## src/rtl/pvic_pkg.sv

```systemverilog
package pvic_pkg;

    typedef enum logic [1:0] {
        ST_IDLE,
        ST_PEND,
        ST_HOLD
    } pvic_state_e;

    typedef enum logic [1:0] {
        CLS_RESET,
        CLS_NMK,
        CLS_MASK
    } pvic_class_e;

    // Gating class of a level given the level count and the lowest (non)-maskable level
    function automatic pvic_class_e class_of(input int lvl, input int n_lvl, input int nmk_lo);
        if (lvl == n_lvl - 1) begin
            return CLS_RESET;
        end else if (lvl >= nmk_lo) begin
            return CLS_NMK;
        end
        return CLS_MASK;
    endfunction

endpackage

```

## src/rtl/pvic_group_gate.sv

```systemverilog
module pvic_group_gate
    import pvic_pkg::*;
#(
    parameter int          GRP_W = 8,
    parameter pvic_class_e CLS   = CLS_MASK
) (
    input  logic [GRP_W-1:0] flag_i,
    input  logic [GRP_W-1:0] en_i,
    input  logic             gie_i,
    output logic             req_o
);

    logic any_flag;
    logic any_enabled;

    assign any_flag    = |flag_i;
    assign any_enabled = |(flag_i & en_i);

    generate
        if (CLS == CLS_RESET) begin : g_reset
            assign req_o = any_flag;
        end else if (CLS == CLS_NMK) begin : g_nmk
            assign req_o = any_enabled;
        end else begin : g_mask
            assign req_o = any_enabled & gie_i;
        end
    endgenerate

endmodule

```

## src/rtl/pvic_req_gather.sv

```systemverilog
module pvic_req_gather
    import pvic_pkg::*;
#(
    parameter int N_LVL  = 16,
    parameter int GRP_W  = 8,
    parameter int NMK_LO = 12
) (
    input  logic [N_LVL*GRP_W-1:0] flag_i,
    input  logic [N_LVL*GRP_W-1:0] en_i,
    input  logic                   gie_i,
    output logic [N_LVL-1:0]       req_o
);

    generate
        for (genvar l = 0; l < N_LVL; l++) begin : g_lvl
            pvic_group_gate #(
                .GRP_W (GRP_W),
                .CLS   (class_of(l, N_LVL, NMK_LO))
            ) u_gate (
                .flag_i (flag_i[l*GRP_W +: GRP_W]),
                .en_i   (en_i[l*GRP_W +: GRP_W]),
                .gie_i  (gie_i),
                .req_o  (req_o[l])
            );
        end
    endgenerate

endmodule

```

## src/rtl/pvic_prio_enc.sv

```systemverilog
module pvic_prio_enc #(
    parameter int N_LVL = 16,
    localparam int IDX_W = $clog2(N_LVL)
) (
    input  logic [N_LVL-1:0] req_i,
    output logic             any_o,
    output logic [IDX_W-1:0] idx_o
);

    // Ascending scan: the last hit, i.e. the highest level, wins
    always_comb begin
        any_o = 1'b0;
        idx_o = '0;
        for (int i = 0; i < N_LVL; i++) begin
            if (req_i[i]) begin
                any_o = 1'b1;
                idx_o = IDX_W'(i);
            end
        end
    end

endmodule

```

## src/rtl/pvic_ctrl.sv

```systemverilog
module pvic_ctrl
    import pvic_pkg::*;
#(
    parameter int          N_LVL    = 16,
    parameter int          GRP_W    = 8,
    parameter int          NMK_LO   = 12,
    parameter int          ADDR_W   = 16,
    parameter logic [15:0] VEC_BASE = 16'hFFE0,
    localparam int         IDX_W    = $clog2(N_LVL),
    localparam int         FLAG_W   = N_LVL * GRP_W
) (
    input  logic              clk_i,
    input  logic              rst_ni,
    input  logic [FLAG_W-1:0] flag_i,
    input  logic [FLAG_W-1:0] en_i,
    input  logic              gie_wr_i,
    input  logic              gie_wdata_i,
    input  logic              ack_i,
    output logic              irq_o,
    output logic [ADDR_W-1:0] vec_o,
    output logic [IDX_W-1:0]  prio_o,
    output logic              gie_o
);

    localparam logic [ADDR_W-1:0] BASE = ADDR_W'(VEC_BASE);

    function automatic logic [ADDR_W-1:0] vec_of(input logic [IDX_W-1:0] idx);
        return BASE + (ADDR_W'(idx) << 1);
    endfunction

    pvic_state_e      state_q, state_d;
    logic [N_LVL-1:0] req;
    logic             any_req;
    logic [IDX_W-1:0] win_idx;
    logic             take;
    logic             upd;
    logic             gie_q;
    logic             irq_q;
    logic [IDX_W-1:0] prio_q;
    logic [ADDR_W-1:0] vec_q;

    pvic_req_gather #(
        .N_LVL  (N_LVL),
        .GRP_W  (GRP_W),
        .NMK_LO (NMK_LO)
    ) u_gather (
        .flag_i (flag_i),
        .en_i   (en_i),
        .gie_i  (gie_q),
        .req_o  (req)
    );

    pvic_prio_enc #(
        .N_LVL (N_LVL)
    ) u_enc (
        .req_i (req),
        .any_o (any_req),
        .idx_o (win_idx)
    );

    // take: PEND -> HOLD; upd: outputs re-resolve this edge
    assign take = (state_q == ST_PEND) && ack_i;
    assign upd  = !take && !((state_q == ST_HOLD) && ack_i);

    // next-state logic
    always_comb begin
        state_d = state_q;
        unique case (state_q)
            ST_IDLE: state_d = any_req ? ST_PEND : ST_IDLE;        // raise
            ST_PEND: begin
                if (ack_i)         state_d = ST_HOLD;              // take
                else if (!any_req) state_d = ST_IDLE;              // drop
                else               state_d = ST_PEND;
            end
            ST_HOLD: begin
                if (ack_i)        state_d = ST_HOLD;               // keep
                else if (any_req) state_d = ST_PEND;               // release
                else              state_d = ST_IDLE;               // release
            end
            default: state_d = ST_IDLE;
        endcase
    end

    // state register
    always_ff @(posedge clk_i) begin
        if (!rst_ni) state_q <= ST_IDLE;
        else         state_q <= state_d;
    end

    // output and global-enable registers
    always_ff @(posedge clk_i) begin
        if (!rst_ni) begin
            irq_q  <= 1'b0;
            prio_q <= '0;
            vec_q  <= BASE;
            gie_q  <= 1'b0;
        end else begin
            if (take)          gie_q <= 1'b0;
            else if (gie_wr_i) gie_q <= gie_wdata_i;

            if (take) begin
                irq_q <= 1'b0;
            end else if (upd) begin
                irq_q <= any_req;
                if (any_req) begin
                    prio_q <= win_idx;
                    vec_q  <= vec_of(win_idx);
                end
            end
        end
    end

    assign irq_o  = irq_q;
    assign vec_o  = vec_q;
    assign prio_o = prio_q;
    assign gie_o  = gie_q;

    AST_VEC_MATCH: assert property (@(posedge clk_i) disable iff (!rst_ni)
        vec_o == BASE + (ADDR_W'(prio_o) << 1));
    AST_TOP_WINS: assert property (@(posedge clk_i) disable iff (!rst_ni)
        (upd && (|flag_i[FLAG_W-1 -: GRP_W])) |=> (prio_o == IDX_W'(N_LVL-1)) && irq_o);
    AST_ACK_CLR_GIE: assert property (@(posedge clk_i) disable iff (!rst_ni)
        (state_q == ST_PEND && ack_i) |=> !gie_o && !irq_o);
    AST_HOLD_STABLE: assert property (@(posedge clk_i) disable iff (!rst_ni)
        (state_q == ST_HOLD && ack_i) |=> $stable(vec_o) && $stable(prio_o));
    AST_IDLE_KEEP: assert property (@(posedge clk_i) disable iff (!rst_ni)
        (upd && !(|req)) |=> !irq_o && $stable(vec_o));

endmodule

```

## config.mk

```make
export PLATFORM = sky130hd
export DESIGN_NAME = pvic_ctrl
export DESIGN_NICKNAME = d
export VERILOG_FILES = /design/src/rtl/pvic_pkg.sv /design/src/rtl/pvic_group_gate.sv /design/src/rtl/pvic_req_gather.sv /design/src/rtl/pvic_prio_enc.sv /design/src/rtl/pvic_ctrl.sv
export SDC_FILE = /design/constraint.sdc
export NUM_CORES = 1
export LEC_CHECK = 0
export ABC_AREA = 1
export BUFFER_PORTS_ARGS = -buffer_cell sky130_fd_sc_hd__buf_4
export CAP_MARGIN = 20
export CORE_AREA = 2 2 110 112
export CTS_CLUSTER_SIZE = 20
export DETAILED_ROUTE_END_ITERATION = 6
export DIE_AREA = 0 0 112 114
export HOLD_SLACK_MARGIN = 0.05
export PLACE_DENSITY = 0.54
export SYNTH_ARGS = -nofsm -noshare
export SYNTH_HDL_FRONTEND = slang
export SYNTH_SLANG_ARGS = --single-unit
export TNS_END_PERCENT = 100
```

## constraint.sdc

```tcl
create_clock -name clk_i -period 4.1 [get_ports clk_i]
set_clock_uncertainty 0.1 [all_clocks]
set_input_delay 0.205 -clock clk_i [delete_from_list [all_inputs] [get_ports clk_i]]
set_output_delay 0.205 -clock clk_i [all_outputs]
set_load 0.01 [all_outputs]
```

; ---- After elaboration in Yosys (flattened, before gate mapping)
; Index checks and enable logic that the tools add are counted.
[classes]
n_addsub = 1
n_eq_ne = 2
muxes = 34
bitwise_logic = 29
n_reduce_logical = 25
[op_table]
columns = op, n
row1 = $reduce_or 8->1, 16
row2 = $and 8x8->8, 15
row3 = $mux 4, 8
row4 = $mux 1, 18
row5 = $and 1x1->1, 12
row6 = $mux 3, 4
row7 = $add 6x6->7 const A, 1
row8 = $mux 2, 3
row9 = $pmux 2 s2, 1
row10 = $reduce_or 2->1, 2
row11 = $logic_and 1x1->1, 3
row12 = $reduce_and 3->1, 1
row13 = $eq 2x1->1 const B, 1
row14 = $eq 2x2->1 const B, 1
row15 = $logic_not 1->1, 2
row16 = $logic_not 2->1, 1
row17 = $not 1->1, 2
[totals]
ff_bits = 24
input_bits = 261
output_inout_bits = 22
elab_cells = 96

; ---- Depth between registers and ports, before layout
; Gate-level depths: netlist (run 1).
[logic_depth]
word_depth = 22
ltp_mapped = 19
depth_no_buf = 19

; ---- By module
; From an unflattened synthesis (run 1), not the netlist that was laid out.
[unflattened]
cells_unflattened = 377
area_unflattened_um2 = 1709.1
[modules_own_cells]
columns = module, instances, cells_per_inst, area_each_um2, seq_area_each_um2
row1 = pvic_group_gate at u_gather.g_lvl[0].u_gate ..., 12, 16, 61.3, 0.0
row2 = pvic_ctrl, 1, 77, 543.0, 160.2
row3 = pvic_group_gate at u_gather.g_lvl[12].u_gate ..., 4, 15, 56.3, 0.0
row4 = pvic_prio_enc, 1, 48, 205.2, 0.0

; ---- Worst setup path after synthesis (run 1)
; OpenSTA, ideal clock, no wires.
[synth_timing]
path_type = reg2reg
startpoint = reg gie_q (netlist: gie_o)
endpoint = reg vec_q[1] (netlist: vec_o[1])
setup_ps = 118
arrival_time_ps = 1361
required_ps = 3882
slack_ps = 2522
path_stages_with_launch = 11
n_path_buf = 1
synth_period_minus_slack_ps = 1578
cell_sequence = dfxtp_1 -> buf_2 -> inv_1 -> a21oi_1 -> nor2_1 -> nand2_1 -> nor2_4 -> nor2_4 -> clkinv_4 -> nor2_2 -> a21oi_2
[synth_via]
elab_chain_cells = 18
elab_cells_between_ends = 45
cone_classes = 1 x add/sub / 31 x mux / 12 x bitwise / 1 x reduce/logical
[synth_rtl]
columns = element, line
row1 = "start, declared", pvic_ctrl.sv:37  ; logic gie_q;
row2 = "start signal, assigned", pvic_ctrl.sv:99  ; else if (gie_wr_i) gie_q <= gie_wdata_i;
row3 = branches (longest 18 deep; another with $mux 4), -
row4 = "end signal, assigned", pvic_ctrl.sv:107  ; vec_q <= vec_of(win_idx);
row5 = "end, declared", pvic_ctrl.sv:40  ; logic [ADDR_W-1:0] vec_q;
; Several ways; the timed one is not identified.
; A chain may end at the register's enable or synchronous reset.

; ---- Worst setup path after layout (run 1)
; Ends and elaborated chain as after synthesis.

==> results.yml, run 1 <==
place:
  io_buffers: 262
  hpwl_microns: 7070
  dpl_cell_area_sq_mm: 0.00354
  dpl.cell_count: 670
  gp_congestion: 0.759
setup_path:
  cpPeakStageDelay_ps: 680
  cp_slowest_cell: "dfxtp_1"
  crit_top_cell: "nor2_4"
  start_kind: "register"
  path_class: "register to register"
  crit_path_cell_trace: "inv_1 -> a21oi_1 -> nor2_1 -> nand2_1 -> nor2_4 -> nor2_4 -> clkinv_4 -> nor2_2 -> a21oi_2"
  arrival_ps: 1900
  crit_fanout: 11
  crit_required_ps: 4120
  critPathCaptureType: "register"
  path_buf_inv: 2
  critPathTopFamily: "flip-flops"
clock_network:
  post_cts_buffers: 0
  clk_path_buf_depth: 2
  cts_tree: "done"
  clk_latency_ps: 230
  clkTransAtPathRegs_ps: 40
  clock-sinks: 8
  htree_levels: 1
  cts_hold_buf: 0
  cts.repair.resized: 0
  clockRootBuffer: "clkbuf_16"
  cts_buffers: 3
global_route:
  grt_max_degree: 12
  grt-ovfl-total: 0
  antenna_found_initial: 0
  globalRouteTotalUtil_pct: 11.1
  first_global_vias: 2750
  grt_pass1_wl_microns: 11700
drt:
  wl_microns: 7530
  num_vias: 2631
  ant_nets: 0
  wl_per_cell_microns: 11.2
  drt-initial-drc-count: 48
  first_pass_iters: 4
  drc_errors: 0
  viasPerCell: 3.91
floorplan:
  floorplan.core_area_sq_mm: 0.0117
  die_w_microns: 112
  die_h_microns: 114
  rows: 40
  io_pins: 283
  start_util_pct: 12.6
  fp.dieArea_sq_mm: 0.0128
synth:
  synthesis.area_sq_mm: 0.00148
  synth.most_common_cell: "nand2_1"
  synth_cell_types: 25
  synth_edf_count: 0
  synth_top_area_share_pct: 33.6
  synthCells: 268
  yosys.area.top_type: "nand2_1"
  ys_seq_area_share_pct: 10.9
  avgSynthCellArea_sq_um: 5.50
  ys.flop_type: "dfxtp_1"
  synth_common_cells: "132 x nand2_1, 33 x nor2_1, 19 x a22o_1"
  synthArstFlopShare_pct: 0
  synth_area_leaders: "nand2_1 34%, a22o_1 11%, dfxtp_1 11%"
  yosys_warnings: 0
  synth-seq-cells: 8
timing:
  rsz0062_at_grt: "no"
  slew_headroom_pct: 61.3
  slew_violations: 0
  finalHoldViolCount: 0
  fin_crit_ps: 1880
  fin_crit_sh_pct: 45.9
  tns_ps: 0
  worst_pin_slew_ps: 580
  finalSetupViolCount: 0
  fmax_mhz: 532
power_and_ir_drop:
  total_power_uw: 575
  leakagePower_uw: 0.00204
  vdd_drop_max_mv: 0.202
  p_per_area_mw_per_mm2: 159
run:
  drv_cap: 0
min_path:
  worst_hold_path_type: "input port to register"
layout:
  finalInstanceArea_sq_mm: 0.00361
  drive_gt1_share_pct: 53.0
  area_growth_pct: 145
  seq_area_sq_um: 160
  post-route-util_pct: 30.9
  final_cells: 673
  nFillCells: 1319
  multi_input_area_sq_mm: 0.00118
  insertedDiodeCount: 0
  nNetsFinal: 793
status:
  status: "finished, final reports clean"
[worst paths after layout]
path                            startpoint          to  slack (ps)  cells past startpoint
worst max-delay path                 gie_o    vec_o[1]        2220                      9
worst max register to register       gie_o    vec_o[1]        2220                      9
worst min-delay path                 ack_i  state_q[1]         120                      3
worst min register to register       irq_o       irq_o         380                      2
[cells by family after synthesis]
logic type               after synthesis  synth area share [%]
AND/OR/NAND/NOR                      189                  53.5
AO/OA/AOI/OAI                         35                  19.2
buffers and inverters                 29                  11.9
flip-flops                             8                  10.9
adder cells (fa/ha/maj)                4                  3.39
other                                  2                 0.509
multiplexers                           1                 0.679
[worst reg2reg max path, cell delays in order (launching register included)]
cell,delay [ps]
dfxtp_1,680
inv_1,150
a21oi_1,190
nor2_1,70
nand2_1,120
nor2_4,60
nor2_4,170
clkinv_4,90
nor2_2,100
a21oi_2,60
[layout make-up]
class	instances	area share (%)
clock buffer	3	2.08
multi-input combinational	241	32.6
inverter	12	1.39
sequential	8	4.43
tap	147	5.09
timing repair buffer	262	54.4
[layout by cell type (no fill, tap or decap), types with 4 or more instances in the layout]
| cell | count |
|---|---|
| dfxtp_1 | 8 |
| nand4_1 | 13 |
| inv_1 | 11 |
| nand2_2 | 4 |
| ha_1 | 4 |
| o21ai_1 | 4 |
| a21oi_1 | 4 |
| nor2_1 | 33 |
| buf_4 | 262 |
| nand2_1 | 132 |
| conb_1 | 12 |
| a22o_1 | 19 |
[metrics by stage]
| stage | setup WS, ps | hold WS, ps |
|---|---|---|
| after floorplan | 2520 | 226 |
| after global placement | 2240 | 345 |
| after detailed placement | 2170 | 364 |
| after CTS | 2130 | 128 |
| after global routing | 1970 | 151 |
| final | 2220 | 125 |
[report_power, final]
group / internal (uW) / switching [uW]
Clock: 125 / 35.7
Sequential: 85.8 / 8.75
Combinational: 209 / 110
Total: 420 / 155
[state kept, by name, summed over array words and instances (netlist names)]
register  count
vec_o         4
state_q       2
gie_o         1
irq_o         1
[per-layer routing]
metal | track usage (%) | vias to the layer above | wire length, microns
li1 | - | 1371 | -
met1 | 12.5 | 1118 | 2740
met2 | 21.7 | 132 | 4150
met3 | 1.81 | 10 | 537
met4 | 2.44 | 0 | 95
met5 | 0 | - | 0
No activity file was read; power rests on OpenSTA's default activity.
==> run 2, diff against run 1 <==
--- a/config.mk
+++ b/config.mk
@@ -8,12 +8,12 @@
 export ABC_AREA = 1
 export BUFFER_PORTS_ARGS = -buffer_cell sky130_fd_sc_hd__buf_4
 export CAP_MARGIN = 20
-export CORE_AREA = 2 2 110 112
+export CORE_AREA = 2 2 109 111
 export CTS_CLUSTER_SIZE = 20
 export DETAILED_ROUTE_END_ITERATION = 6
-export DIE_AREA = 0 0 112 114
+export DIE_AREA = 0 0 111 113
 export HOLD_SLACK_MARGIN = 0.05
-export PLACE_DENSITY = 0.54
+export PLACE_DENSITY = 0.56
 export SYNTH_ARGS = -nofsm -noshare
 export SYNTH_HDL_FRONTEND = slang
 export SYNTH_SLANG_ARGS = --single-unit
==> constraint.sdc (replaced) <==
create_clock -name clk_i -period 1.7 [get_ports clk_i]
set_clock_uncertainty 0.1 [all_clocks]
set_input_delay 0.085 -clock clk_i [delete_from_list [all_inputs] [get_ports clk_i]]
set_output_delay 0.085 -clock clk_i [all_outputs]
set_load 0.01 [all_outputs]
==> run 2 against run 1 <==
Global-route usage grew 0.33 points. Via count shrank 0.65%. Count of clock-buffer cells in the layout is the same. Flip-flop and latch count is the same. Total power grew 150%. Worst setup slack lost 2100 ps. Final cell count grew 0.59%. Utilization grew 2.2 points. Critical path depth grew 1. Register-to-register slack lost 2100 ps. Combinational power grew to 2.5 times the previous value.
==> results.yml, run 2 (synthesis results as in run 1) <==
setup_path:
  critPathTopFamily: "simple AND/OR/NAND/NOR gates"
  crit-reg2reg-launch: "gie_o"
  path_class: "register to register"
  start_kind: "register"
  arrival_ps: 1560
  r2r_cells: 10
  rrSetupSlack_ps: 160
  critPathCaptureType: "register"
  reg2reg_to: "vec_o[1]"
  crit_fanout: 6
  cp_slowest_cell: "dfxtp_4"
  crit_required_ps: 1720
  crit_path_cell_trace: "buf_12 -> inv_2 -> a21oi_2 -> nor2_1 -> nand2_1 -> nor2_4 -> nor2_4 -> clkinv_4 -> nor2_2 -> a21oi_2"
  path_buf_inv: 3
  cpPeakStageDelay_ps: 380
min_path:
  worst_hold_path_type: "input port to register"
  hold_end: "vec_o[1]"
  worstHoldPathCells: 5
  hold_start: "flag_i[124]"
floorplan:
  die_h_microns: 113
  fp.dieArea_sq_mm: 0.0125
  io_pins: 283
  floorplan.core_area_sq_mm: 0.0113
  start_util_pct: 13.1
  die_w_microns: 111
  rows: 39
timing:
  slew_violations: 0
  finalHoldViolCount: 0
  fmax_mhz: 648
  fin_crit_ps: 1540
  tns_ps: 0
  finalSetupViolCount: 0
  fin_crit_sh_pct: 90.7
  rsz0062_at_grt: "no"
layout:
  nFillCells: 1222
  drive_gt1_share_pct: 54.1
  final_cell_mix: "264 x buf_4, 131 x nand2_1, 33 x nor2_1"
  insertedDiodeCount: 0
  nNetsFinal: 801
  final_common_cell: "buf_4"
  largest_reg_flops: 4
  post-route-util_pct: 33.1
  area_growth_pct: 153
global_route:
  grt-ovfl-total: 0
  grt_pass1_wl_microns: 11900
  antenna_found_initial: 0
  first_global_vias: 2733
  grt_max_degree: 10
  globalRouteTotalUtil_pct: 11.4
drt:
  wl_met1_microns: 2780
  ant_nets: 0
  topRoutingLayerUsed: "met4"
  wl_per_cell_microns: 11.4
  drc_errors: 0
  first_pass_iters: 4
  routed-wl-met3_microns: 514
  wl_microns: 7710
  met2_length_microns: 4340
  num_vias: 2614
  drt-initial-drc-count: 28
  viasPerCell: 3.86
power_and_ir_drop:
  internal-power_uw: 1040
  power_frac_clock_pct: 27.4
  total_power_uw: 1420
  switching_share_pct: 26.9
  vdd_drop_max_mv: 0.332
  power_switching_uw: 381
  p_per_area_mw_per_mm2: 380
  leakagePower_uw: 0.00208
  seqPwrFrac_pct: 15.9
  comb_power_share_pct: 56.8
clock_network:
  clkTransAtPathRegs_ps: 40
  clockRootBuffer: "clkbuf_16"
  htree_levels: 1
  clk_latency_ps: 230
  clock-sinks: 8
  clk_path_buf_depth: 2
  cts_buffers: 3
  cts_tree: "done"
  post_cts_buffers: 0
place:
  hpwl_microns: 7220
  io_buffers: 262
  gp_congestion: 0.811
run:
  drv_cap: 0
status:
  status: "finished, final reports clean"
==> run 2: layout make-up <==
type | instances | area (sq um) | share of cell area, %
timing repair buffer | 270 | 2070 | 55.5
multi-input combinational | 241 | 1190 | 32.0
tap | 143 | 179 | 4.80
sequential | 8 | 164 | 4.40
clock buffer | 3 | 75.1 | 2.01
inverter | 12 | 50.0 | 1.34
==> run 2: timing repair <==
action                                  in CTS  in global routing
endpoints found under the hold margin        3                  0
resized for setup                            0                  8
endpoints found under the setup margin       0                  5
hold buffers                                 4                  0
==> run 2: routing by layer <==
layer,track usage [%],vias up
met5,0,-
met4,1.50,0
met3,1.98,8
met2,23.6,124
met1,12.2,1093
li1,-,1389
==> run 2: how the worst max path moves through the flow <==
| stage | startpoint | endpoint | slack [ps] | cells after the start |
|---|---|---|---|---|
| 6_report | gie_o | vec_o[1] | 160 | 10 |
| 5_1_grt | gie_o | vec_o[1] | 10 | 15 |
| 4_1_cts | gie_o | vec_o[1] | 20 | 10 |
| 3_5_place_dp | gie_o | vec_o[1] | 40 | 10 |
| 3_3_place_gp | gie_o | vec_o[1] | 30 | 10 |
| 2_1_floorplan | gie_o | vec_o[1] | 120 | 10 |
==> run 2: metrics by stage <==
| step | instance area [sq um] | hold slack [ps] | setup WS [ps] | std cells |
|---|---|---|---|---|
| finish | 3730 | 133 | 158 | 677 |
| global route | 3730 | 159 | 14.7 | 677 |
| global placement | 3570 | 231 | 30.9 | 669 |
| detailed placement | 3570 | 236 | 38.8 | 669 |
| CTS | 3680 | 155 | 24.0 | 676 |
| floorplan | 1510 | 106 | 122 | 278 |
==> run 2: tightest hold or removal path, delay by kind of cell <==
| family | cells | cell delay (ps) |
|---|---|---|
| compound gates | 1 | 90 |
| buf+inv | 1 | 80 |
| simple gates | 3 | 170 |
==> run 2: power by group through the flow <==
stage               clock [uW]  combinational (uW)  sequential, uW
finish                     388                 805             225
detailed placement           0                 795             227
global route               408                 891             227
floorplan                    0                 282             227
CTS                        399                 805             224
global placement             0                 785             226
==> run 3, diff against run 2 <==
--- a/config.mk
+++ b/config.mk
@@ -14,6 +14,7 @@
 export DIE_AREA = 0 0 111 113
 export HOLD_SLACK_MARGIN = 0.05
 export PLACE_DENSITY = 0.56
+export RECOVER_POWER = 25
 export SYNTH_ARGS = -nofsm -noshare
 export SYNTH_HDL_FRONTEND = slang
 export SYNTH_SLANG_ARGS = --single-unit
==> run 3 against run 2 <==
Via count hardly changed. Global-route usage did not move. Maximum frequency hardly changed. Worst setup slack about the same. Final cell count is the same. Count of clock-buffer cells in the layout stayed put. Register-to-register slack about the same. Total power is 0.46% lower. Non-clock buffer count unchanged. Combinational power decreased by 0.9%. Routed wire length barely moved. Clock power about the same.
==> results.yml, run 3 (synthesis results as in run 1) <==
status:
  status: "finished, final reports clean"
layout:
  final_cell_mix: "260 x buf_4, 131 x nand2_1, 33 x nor2_1"
  drive_gt1_share_pct: 53.4
  nFillCells: 1230
  largest_reg_flops: 4
  final_common_cell: "buf_4"
  insertedDiodeCount: 0
  area_growth_pct: 152
  nNetsFinal: 801
place:
  gp_congestion: 0.811
  post-place-ws_ps: 38.8
  hpwl_microns: 7220
  io_buffers: 262
floorplan:
  die_h_microns: 113
  io_pins: 283
  die_w_microns: 111
  floorplan.core_area_sq_mm: 0.0113
  fp.dieArea_sq_mm: 0.0125
  rows: 39
  start_util_pct: 13.1
clock_network:
  clk_path_buf_depth: 2
  clkTransAtPathRegs_ps: 40
  clock-sinks: 8
  clk_latency_ps: 230
  cts_buffers: 3
  clockRootBuffer: "clkbuf_16"
  htree_levels: 1
  cts_tree: "done"
run:
  drv_cap: 0
timing:
  finalHoldViolCount: 0
  setup_slack_ps: 158
  rsz0062_at_grt: "no"
  worst_hold_slack_ps: 133
  finalSetupViolCount: 0
  slew_violations: 0
  fmax_mhz: 648
  fin_crit_sh_pct: 90.7
  tns_ps: 0
  fin_crit_ps: 1540
power_and_ir_drop:
  comb_power_share_pct: 56.6
  switching_share_pct: 27.0
  seqPwrFrac_pct: 15.9
  p_per_area_mw_per_mm2: 380
  vdd_drop_max_mv: 0.332
  leakagePower_uw: 0.00207
  power_switching_uw: 381
  internal-power_uw: 1030
  power_frac_clock_pct: 27.5
setup_path:
  critPathCaptureType: "register"
  crit-reg2reg-launch: "gie_o"
  rrSetupSlack_ps: 160
  arrival_ps: 1560
  crit_fanout: 6
  crit_required_ps: 1720
  start_kind: "register"
  r2r_cells: 10
  path_class: "register to register"
  reg2reg_to: "vec_o[1]"
min_path:
  worst_hold_path_type: "input port to register"
  hold_start: "flag_i[124]"
  hold_end: "vec_o[1]"
  worstHoldPathCells: 5
global_route:
  grt-ovfl-total: 0
  antenna_found_initial: 0
  grt_pass1_wl_microns: 11900
  first_global_vias: 2733
  grt_max_degree: 10
  globalRouteTotalUtil_pct: 11.4
drt:
  wl_per_cell_microns: 11.4
  wl_microns: 7710
  num_vias: 2613
  ant_nets: 0
  drt-initial-drc-count: 27
  drc_errors: 0
  viasPerCell: 3.86
  first_pass_iters: 4
-- run 3: changes by cell type in the layout (fill, tap and decap cells not counted) --
cell,change
buf_4,-4
clkbuf_1,+4
-- run 3: metal layers --
layer | share of wire, % | wire length (microns) | GRT usage [%] | vias to the layer above
li1 | - | - | - | 1389
met1 | 36 | 2790 | 12.2 | 1092
met2 | 56 | 4340 | 23.6 | 124
met3 | 6.7 | 515 | 1.98 | 8
met4 | 0.97 | 75 | 1.50 | 0
met5 | 0 | 0 | 0 | -
-- run 3: critical path: stages (launching register included) --
cell and delay (ps):
dfxtp_4 380, buf_12 120, inv_2 40, a21oi_2 110
nor2_1 70, nand2_1 120, nor2_4 60, nor2_4 190
clkinv_4 90, nor2_2 90, a21oi_2 50
-- run 3: worst max path at each step --
stage	slack, ps	cells after the start	from	end
2_1_floorplan	120	10	gie_o	vec_o[1]
3_3_place_gp	30	10	gie_o	vec_o[1]
3_5_place_dp	40	10	gie_o	vec_o[1]
4_1_cts	20	10	gie_o	vec_o[1]
5_1_grt	10	15	gie_o	vec_o[1]
6_report	160	10	gie_o	vec_o[1]
-- run 3: metrics by stage --
| stage | power [uW] | utilization (%) | cell area (sq um) | cells |
|---|---|---|---|---|
| 5_1_grt | 1520 | 32.9 | 3710 | 677 |
| 3_3_place_gp | 1010 | 31.7 | 3570 | 669 |
| 6_report | 1410 | 32.9 | 3710 | 677 |
| 2_1_floorplan | 509 | - | 1510 | 278 |
| 3_5_place_dp | 1020 | 31.7 | 3570 | 669 |
| 4_1_cts | 1430 | 32.7 | 3680 | 676 |
-- run 3: final cells by class --
class | count | area, sq um | area share [%]
repair buffers | 270 | 2050 | 55.3
multi-input cells | 241 | 1190 | 32.1
well taps | 143 | 179 | 4.82
flip-flops and latches | 8 | 164 | 4.42
clock buffers | 3 | 75.1 | 2.02
inverters | 12 | 50.0 | 1.35
-- run 3: power groups by stage --
stage               clock network [uW]  registers, uW  logic [uW]
global route                       408            227         884
global placement                     0            226         785
detailed placement                   0            227         795
CTS                                399            224         805
floorplan                            0            227         282
finish                             388            225         798
-- run 3: repair_timing --
action	CTS	global route
buffers inserted	0	0
gates resized for setup	0	8
endpoints found under the setup margin	0	5
endpoints found under the hold margin	3	0
hold buffers	4	0
